<file path="config.mk">
export PLATFORM = sky130hd
export DESIGN_NAME = slp_capture_unit
export DESIGN_NICKNAME = d
export VERILOG_FILES = /design/src/rtl/slp_cap_pkg.sv /design/src/rtl/slp_edge_detect.sv /design/src/rtl/slp_sel_ctrl.sv /design/src/rtl/slp_cap_core.sv /design/src/rtl/slp_capture_unit.sv
export SDC_FILE = /design/constraint.sdc
export NUM_CORES = 1
export LEC_CHECK = 0
export ABC_AREA = 1
export BUFFER_PORTS_ARGS = -buffer_cell sky130_fd_sc_hd__buf_2
export CORE_MARGIN = 2
export CORE_UTILIZATION = 46
export DETAILED_ROUTE_END_ITERATION = 10
export GPL_ROUTABILITY_DRIVEN = 0
export HOLD_SLACK_MARGIN = 0.1
export PLACE_DENSITY = 0.78
export SLEW_MARGIN = 20
export SYNTH_ARGS = -nofsm -noshare
export SYNTH_HDL_FRONTEND = slang
export SYNTH_HIERARCHICAL = 1
export SYNTH_SLANG_ARGS = --single-unit
export TNS_END_PERCENT = 100
</file>
<file path="constraint.sdc">
create_clock -name clk -period 1.5 [get_ports clk]
set_input_delay 0.3 -clock clk [delete_from_list [all_inputs] [get_ports clk]]
set_output_delay 0.3 -clock clk [all_outputs]
set_load 0.1 [all_outputs]
</file>
<file path="src/rtl/slp_cap_pkg.sv">
package slp_cap_pkg;

  typedef enum logic {
    REG_SELECT = 1'b0,
    REG_STATUS = 1'b1
  } reg_addr_e;

  // Qualifying edge for one pin given its polarity setting
  function automatic logic edge_seen(input logic prev, input logic cur, input logic fall);
    return fall ? (prev & ~cur) : (~prev & cur);
  endfunction

  // A select change is legal unless it hops from one live pin to another
  function automatic logic sel_change_ok(input int unsigned cur, input int unsigned nxt,
                                         input int unsigned off);
    return (cur == off) || (nxt == off) || (cur == nxt);
  endfunction

endpackage

</file>
<file path="src/rtl/slp_edge_detect.sv">
module slp_edge_detect #(
  parameter int unsigned NPIN = 3
) (
  input  logic            clk,
  input  logic            rst_n,
  input  logic [NPIN-1:0] pin_lvl,
  input  logic [NPIN-1:0] pin_fall,
  input  logic            slow_lvl,
  output logic [NPIN-1:0] pin_edge,
  output logic            slow_rise
);
  import slp_cap_pkg::*;

  logic [NPIN-1:0] pin_q;
  logic            slow_q;

  always_ff @(posedge clk or negedge rst_n) begin
    if (!rst_n) begin
      pin_q  <= '0;
      slow_q <= 1'b0;
    end else begin
      pin_q  <= pin_lvl;
      slow_q <= slow_lvl;
    end
  end

  for (genvar i = 0; i < NPIN; i++) begin : g_pin
    assign pin_edge[i] = edge_seen(pin_q[i], pin_lvl[i], pin_fall[i]);
  end

  assign slow_rise = slow_lvl & ~slow_q;

endmodule

</file>
<file path="src/rtl/slp_sel_ctrl.sv">
module slp_sel_ctrl #(
  parameter int unsigned SEL_W = 2,
  parameter int unsigned OFF   = 3
) (
  input  logic             clk,
  input  logic             rst_n,
  input  logic             wr_sel,
  input  logic [SEL_W-1:0] new_sel,
  output logic [SEL_W-1:0] sel
);
  import slp_cap_pkg::*;

  localparam logic [SEL_W-1:0] OFF_CODE = SEL_W'(OFF);

  logic accept;
  assign accept = wr_sel && sel_change_ok(int'(sel), int'(new_sel), OFF);

  always_ff @(posedge clk or negedge rst_n) begin
    if (!rst_n)      sel <= OFF_CODE;
    else if (accept) sel <= new_sel;
  end

  AST_NO_DIRECT_SWITCH: assert property (@(posedge clk) disable iff (!rst_n)
    (($past(sel) != OFF_CODE) && (sel != $past(sel))) |-> (sel == OFF_CODE));

endmodule

</file>
<file path="src/rtl/slp_cap_core.sv">
module slp_cap_core #(
  parameter int unsigned CNT_W = 24,
  parameter int unsigned NPIN  = 3,
  parameter int unsigned SEL_W = 2,
  parameter int unsigned OFF   = 3
) (
  input  logic             clk,
  input  logic             rst_n,
  input  logic [SEL_W-1:0] sel,
  input  logic [NPIN-1:0]  pin_edge,
  input  logic             slow_rise,
  input  logic [CNT_W-1:0] tmr_count,
  input  logic             clr_req,
  output logic [CNT_W-1:0] cap_value,
  output logic             cap_valid,
  output logic [NPIN-1:0]  pin_irq,
  output logic             pend
);
  localparam logic [SEL_W-1:0] OFF_CODE = SEL_W'(OFF);

  logic [NPIN-1:0] sel_hot;
  logic            sel_live;
  logic            arm_hit;
  logic            cap_fire;

  for (genvar i = 0; i < NPIN; i++) begin : g_hot
    assign sel_hot[i] = (sel == SEL_W'(i));
  end

  assign sel_live = (sel != OFF_CODE);
  assign arm_hit  = sel_live && !cap_valid && |(sel_hot & pin_edge);
  assign cap_fire = pend && slow_rise && sel_live;

  always_ff @(posedge clk or negedge rst_n) begin
    if (!rst_n) begin
      pend      <= 1'b0;
      cap_valid <= 1'b0;
      cap_value <= '0;
      pin_irq   <= '0;
    end else begin
      pin_irq <= cap_fire ? sel_hot : '0;
      if (!sel_live || cap_fire) pend <= 1'b0;
      else if (arm_hit)          pend <= 1'b1;
      if (cap_fire) begin
        cap_valid <= 1'b1;
        cap_value <= tmr_count;
      end else if (clr_req) begin
        cap_valid <= 1'b0;
      end
    end
  end

  AST_CAP_AFTER_RISE: assert property (@(posedge clk) disable iff (!rst_n)
    $rose(cap_valid) |-> ($past(slow_rise) && $past(pend)));

  AST_IRQ_WITH_CAP: assert property (@(posedge clk) disable iff (!rst_n)
    (|pin_irq) |-> ($rose(cap_valid) && ($countones(pin_irq) == 1)));

  AST_HOLD_VALUE: assert property (@(posedge clk) disable iff (!rst_n)
    (cap_valid && $past(cap_valid)) |-> $stable(cap_value));

  AST_OFF_DROPS_ARM: assert property (@(posedge clk) disable iff (!rst_n)
    (sel == OFF_CODE) |=> !pend);

endmodule

</file>
<file path="src/rtl/slp_capture_unit.sv">
module slp_capture_unit #(
  parameter int unsigned CNT_W = 24,
  parameter int unsigned NPIN  = 3,
  localparam int unsigned SEL_W = $clog2(NPIN + 1),
  localparam int unsigned OFF   = NPIN
) (
  input  logic             clk,
  input  logic             rst_n,
  input  logic [CNT_W-1:0] tmr_count,
  input  logic             slow_clk_lvl,
  input  logic [NPIN-1:0]  pin_lvl,
  input  logic [NPIN-1:0]  pin_fall,
  input  logic             wr_en,
  input  logic             wr_addr,
  input  logic [SEL_W-1:0] wr_data,
  output logic [CNT_W-1:0] cap_value,
  output logic             cap_valid,
  output logic [SEL_W-1:0] cap_sel,
  output logic [NPIN-1:0]  pin_irq
);
  import slp_cap_pkg::*;

  logic [NPIN-1:0] pin_edge;
  logic            slow_rise;
  logic            wr_sel;
  logic            clr_req;
  logic            pend;

  assign wr_sel  = wr_en && (wr_addr == REG_SELECT);
  assign clr_req = wr_en && (wr_addr == REG_STATUS) && !wr_data[0];

  slp_edge_detect #(.NPIN(NPIN)) u_edge (
    .clk(clk), .rst_n(rst_n), .pin_lvl(pin_lvl), .pin_fall(pin_fall),
    .slow_lvl(slow_clk_lvl), .pin_edge(pin_edge), .slow_rise(slow_rise)
  );

  slp_sel_ctrl #(.SEL_W(SEL_W), .OFF(OFF)) u_sel (
    .clk(clk), .rst_n(rst_n), .wr_sel(wr_sel), .new_sel(wr_data), .sel(cap_sel)
  );

  slp_cap_core #(.CNT_W(CNT_W), .NPIN(NPIN), .SEL_W(SEL_W), .OFF(OFF)) u_core (
    .clk(clk), .rst_n(rst_n), .sel(cap_sel), .pin_edge(pin_edge), .slow_rise(slow_rise),
    .tmr_count(tmr_count), .clr_req(clr_req), .cap_value(cap_value),
    .cap_valid(cap_valid), .pin_irq(pin_irq), .pend(pend)
  );

  AST_CLEAR_WORKS: assert property (@(posedge clk) disable iff (!rst_n)
    (clr_req && !pend) |=> !cap_valid);

endmodule

</file>
# Word level (Yosys, flattened, before mapping)
# Index checks and enable logic that the tools add are counted.
word_totals:
  reg_bits: 35
  inputBits: 37
  out_inout_bits: 30
op_classes:
  n_eq_ne: 6
  mux: 8
  bitwise_logic: 16
  n_reduce_logical: 18
ops:
  columns: ["op", "n"]
  rows:
  - ["logical AND 1 bit", 8]
  - ["NOT 1 bit", 8]
  - ["AND 1 bit", 7]
  - ["2-to-1 mux 1 bit", 7]
  - ["equality test 2 bit, second input constant", 3]
  - ["nonzero test 2 bit", 2]
  - ["AND 3 bit", 1]
  - ["zero test 1 bit", 3]
  - ["logical OR 1 bit", 3]
  - ["2-to-1 mux 3 bit", 1]
  - ["OR reduction 3 bit", 1]
  - ["equality test 2 x 1 -> 1 bit, second input constant", 1]
  - ["equality test 2 bit", 1]
  - ["zero test 2 bit", 1]
  - ["!= test 2 bit, second input constant", 1]

# Longest topological paths before layout
depth:
  ltp_word: 8
  depth_mapped: 7
  depth_no_buf: 7

# By module
# The synthesis kept the hierarchy.
by_module_without_submodules:
  columns: ["mod", "instances", "cells_per_inst", "area_each_um2", "seq_area_each_um2"]
  rows:
  - ["slp_cap_core", 1, 124, 1193.6, 725.7]
  - ["slp_edge_detect", 1, 24, 182.7, 100.1]
  - ["slp_sel_ctrl", 1, 16, 118.9, 52.6]
  - ["slp_capture_unit", 1, 4, 17.5, 0.0]

# Worst setup path before layout
# Ideal clock, no wire load.
synth_timing:
  path_type: "reg-to-reg"
  startpoint: "reg u_sel.sel[0]"
  endpoint: "reg u_core.cap_value[3]"
  setup_time_ns: 0.074
  arrival_time_ns: 1.553
  required_time_ns: 1.426
  path_slack_ns: -0.128
  stages_incl_launch_ff: 7
  n_path_buf: 2
  synth_period_minus_slack_ns: 1.628
  path_cell_list: "dfstp_2 nand2_1 nand3_2 buf_6 buf_12 nand2_1 o21ai_2"
synth_via:
  elab_chain_cells: 2
synth_lines:
  columns: ["element", "line", "text"]
  rows:
  - ["start: declaration", "slp_sel_ctrl.sv:9", "output logic [SEL_W-1:0] sel"]
  - ["start signal: assignment", "slp_sel_ctrl.sv:20", "else if (accept) sel <= new_sel;"]
  - ["!= test 2 bit", "slp_cap_core.sv:30", "assign sel_live = (sel != OFF_CODE);"]
  - ["logical AND 1 bit", "slp_cap_core.sv:32", "assign cap_fire = pend && slow_rise && sel_live;"]
  - ["end signal: assignment", "slp_cap_core.sv:46", "cap_value <= tmr_count;"]
  - ["end: declaration", "slp_cap_core.sv:14", "output logic [CNT_W-1:0] cap_value,"]
# Every way passes these cells.
# A chain may end at the register's enable or synchronous reset.

# Worst setup path after layout
layout_timing:
  startpoint: "reg u_sel.sel[1]"
  endpoint: "out cap_sel[1]"
layout_rtl:
  columns: ["element", "line", "text"]
  rows:
  - ["end: declaration", "slp_capture_unit.sv:18", "output logic [SEL_W-1:0] cap_sel,"]
# No word-level cell between the ends.

==> metrics.yaml <==
fin_nets: 283
cp_top_family: "flip-flops"
final_max_slew_viol_count: 0
crit_type: "register to output port"
fp.coreArea_um2: 3100
worstPathRequired_ns: 1.20
syn-cell-area_um2: 1510
max_cap_violations: 0
num_vias: 1275
path_buf_inv: 1
ant_nets: 0
grt_max_degree: 39
max_freq_mhz: 684
worst_slew_pin_slew_ns: 0.499
synth_cell_types: 19
clkSinkCount: 35
synthCells: 168
cp_data_arrival_time_ns: 1.16
worst_slew_margin_rel_pct: 66.9
syn_avg_cell_area_um2: 9.00
drt-total-wl_um: 3090
clock_latency_ns: 0.33
antenna_found_initial: 0
clock_path_buffers: 2
hpwlAfterDp_um: 2200
status: "finished, final reports clean"
skew_ns: 0.0104
ctsHtreeMaxLevel: 2
numPortBuffers: 66
start_util_pct: 48.8
grt_overflow: 0
drive_above_1_share_pct: 38.2
std_cell_rows: 20
cts.clk_slew.worst_paths_ns: 0.10
path_cells: "buf_12"
sequential_cell_area_um2: 886
endpoint_kind: "output port"
synth.yosys.seq_area_share_pct: 58.1
via_per_inst: 4.40
start_kind: "register"
min_path_type: "primary input to register"
die_w_um: 61.3
root_buffer: "clkbuf_4"
period_minus_slack_ns: 1.46
crit_slowest_cell: "dfstp_4"
synth-seq-cells: 35
grt_pass1_vias: 1052
dpl_cell_area_um2: 1940
drtPass1Iterations: 4
ios: 67
finalCritPeriodShare_pct: 97.4
multi_input_area_um2: 435
max_stage_delay_ns: 0.66
setup_viol: 0
antennaDiodeCount: 0
mappedNetlistNets: 205
finalHoldWorstSlack_ns: 0.200
first_iter_violations: 39
die_area_um2: 3760
cp_max_fo: 2
grt_usage_pct: 17.7
finalHoldViolations: 0
finalInstanceArea_um2: 2070
cts_buffers: 5
rsz0062_at_grt: "yes"
die_h_um: 61.3
drc: 0
grt_pass1_wl_um: 4580
area_growth_syn_to_layout_pct: 36.7
yosys_warnings: 6
nFillCells: 283
cts_tree: "yes"
avgRoutedWirePerCell_um: 10.6
## metrics by stage
| stage | setup TNS (ns) | std cells | util (%) | setup WS, ns |
|---|---|---|---|---|
| CTS | 0 | 289 | 66.0 | 0.0233 |
| floorplan | 0 | 168 | - | 0.0176 |
| detailed placement | 0 | 276 | 62.5 | 0.194 |
| global route | -0.00546 | 290 | 66.7 | -0.00546 |
| finish | 0 | 290 | 66.7 | 0.0384 |
| global placement | 0 | 276 | 62.5 | 0.242 |
## metal layers
layer | wire [um] | GRT usage [%]
met5 | 0 | 0
met4 | 43 | 7.29
met1 | 1350 | 21.4
met2 | 1370 | 27.4
met3 | 318 | 8.40
## final cells by class
cell class              count  share of cell area (%)
flip-flops and latches     35                    42.8
repair buffers             76                    23.3
inverters                  41                    7.44
clock inverters             1                   0.242
multi-input cells          87                    21.1
clock buffers               6                    2.48
well taps                  44                    2.66
## state kept, by name (all words and copies together), names as in the netlist
name / cells
u_core/cap_valid: 1
u_sel/sel: 2
u_core/pin_irq: 3
u_edge/pin_q: 3
u_core/cap_value: 24
u_edge/slow_q: 1
u_core/pend: 1
## path summary, 6_finish.rpt
| kind | from | end | slack [ns] | cells after the start |
|---|---|---|---|---|
| hold / removal | tmr_count[16] | u_core/cap_value[16] | 0.20 | 3 |
| hold reg to reg | u_core/cap_value[4] | u_core/cap_value[4] | 0.49 | 2 |
| max in group asynchronous | rst_n | u_sel/sel[1] | 0.58 | 3 |
| setup / recovery | u_sel/sel[1] | cap_sel[1] | 0.04 | 1 |
| setup reg to reg | u_sel/sel[0] | u_core/cap_value[19] | 0.08 | 6 |
| min in group asynchronous | rst_n | u_core/cap_value[13] | 0.41 | 2 |
## logic make-up (layout without fill, tap and decap cells)
group | Yosys count | in the layout | synth area share (%)
DFF | 35 | 35 | 58.1
AOI/OAI and AO/OA | 27 | 27 | 11.4
and+or+nand+nor | 60 | 60 | 17.4
buffers and inverters | 46 | 124 | 13.2
## cell usage after synthesis
| library cell | count | share of area (%) |
|---|---|---|
| o21ai_2 | 10 | 5.8 |
| buf_2 | 2 | 0.66 |
| a21oi_1 | 1 | 0.33 |
| inv_1 | 41 | 10 |
| o21ai_0 | 15 | 5.0 |
| nor2_1 | 4 | 0.99 |
| buf_6 | 1 | 0.74 |
| buf_12 | 1 | 1.3 |
| nand2_1 | 37 | 9.2 |
| nor2_2 | 1 | 0.41 |
| nand2_2 | 1 | 0.41 |
| nor3_1 | 3 | 0.99 |
| dfstp_2 | 2 | 3.5 |
| clkbuf_1 | 1 | 0.25 |
| nand4_1 | 1 | 0.41 |
| o21ai_1 | 1 | 0.33 |
| dfrtp_1 | 33 | 55 |
| nand3_1 | 11 | 3.6 |
| nand3_2 | 2 | 1.3 |
## placed cells by master, fill, tap and decap left out, types with 5 or more instances in the layout
cell type and n:
clkbuf_4 7, dlygate4sd3_1 5, inv_1 41, buf_2 62, o21ai_0 15, o21ai_2 10
dfrtp_1 33, nand3_1 11, nand2_1 37
## repair_timing
item,CTS,global route
setup buffers,2,0
setup endpoints to repair,2,3
endpoints found under the hold margin,17,1
hold buffers,4,1
gates resized for setup,0,3
Power is not shown: default switching activity piles up to over one toggle a cycle in this logic, so the estimate is an artifact.
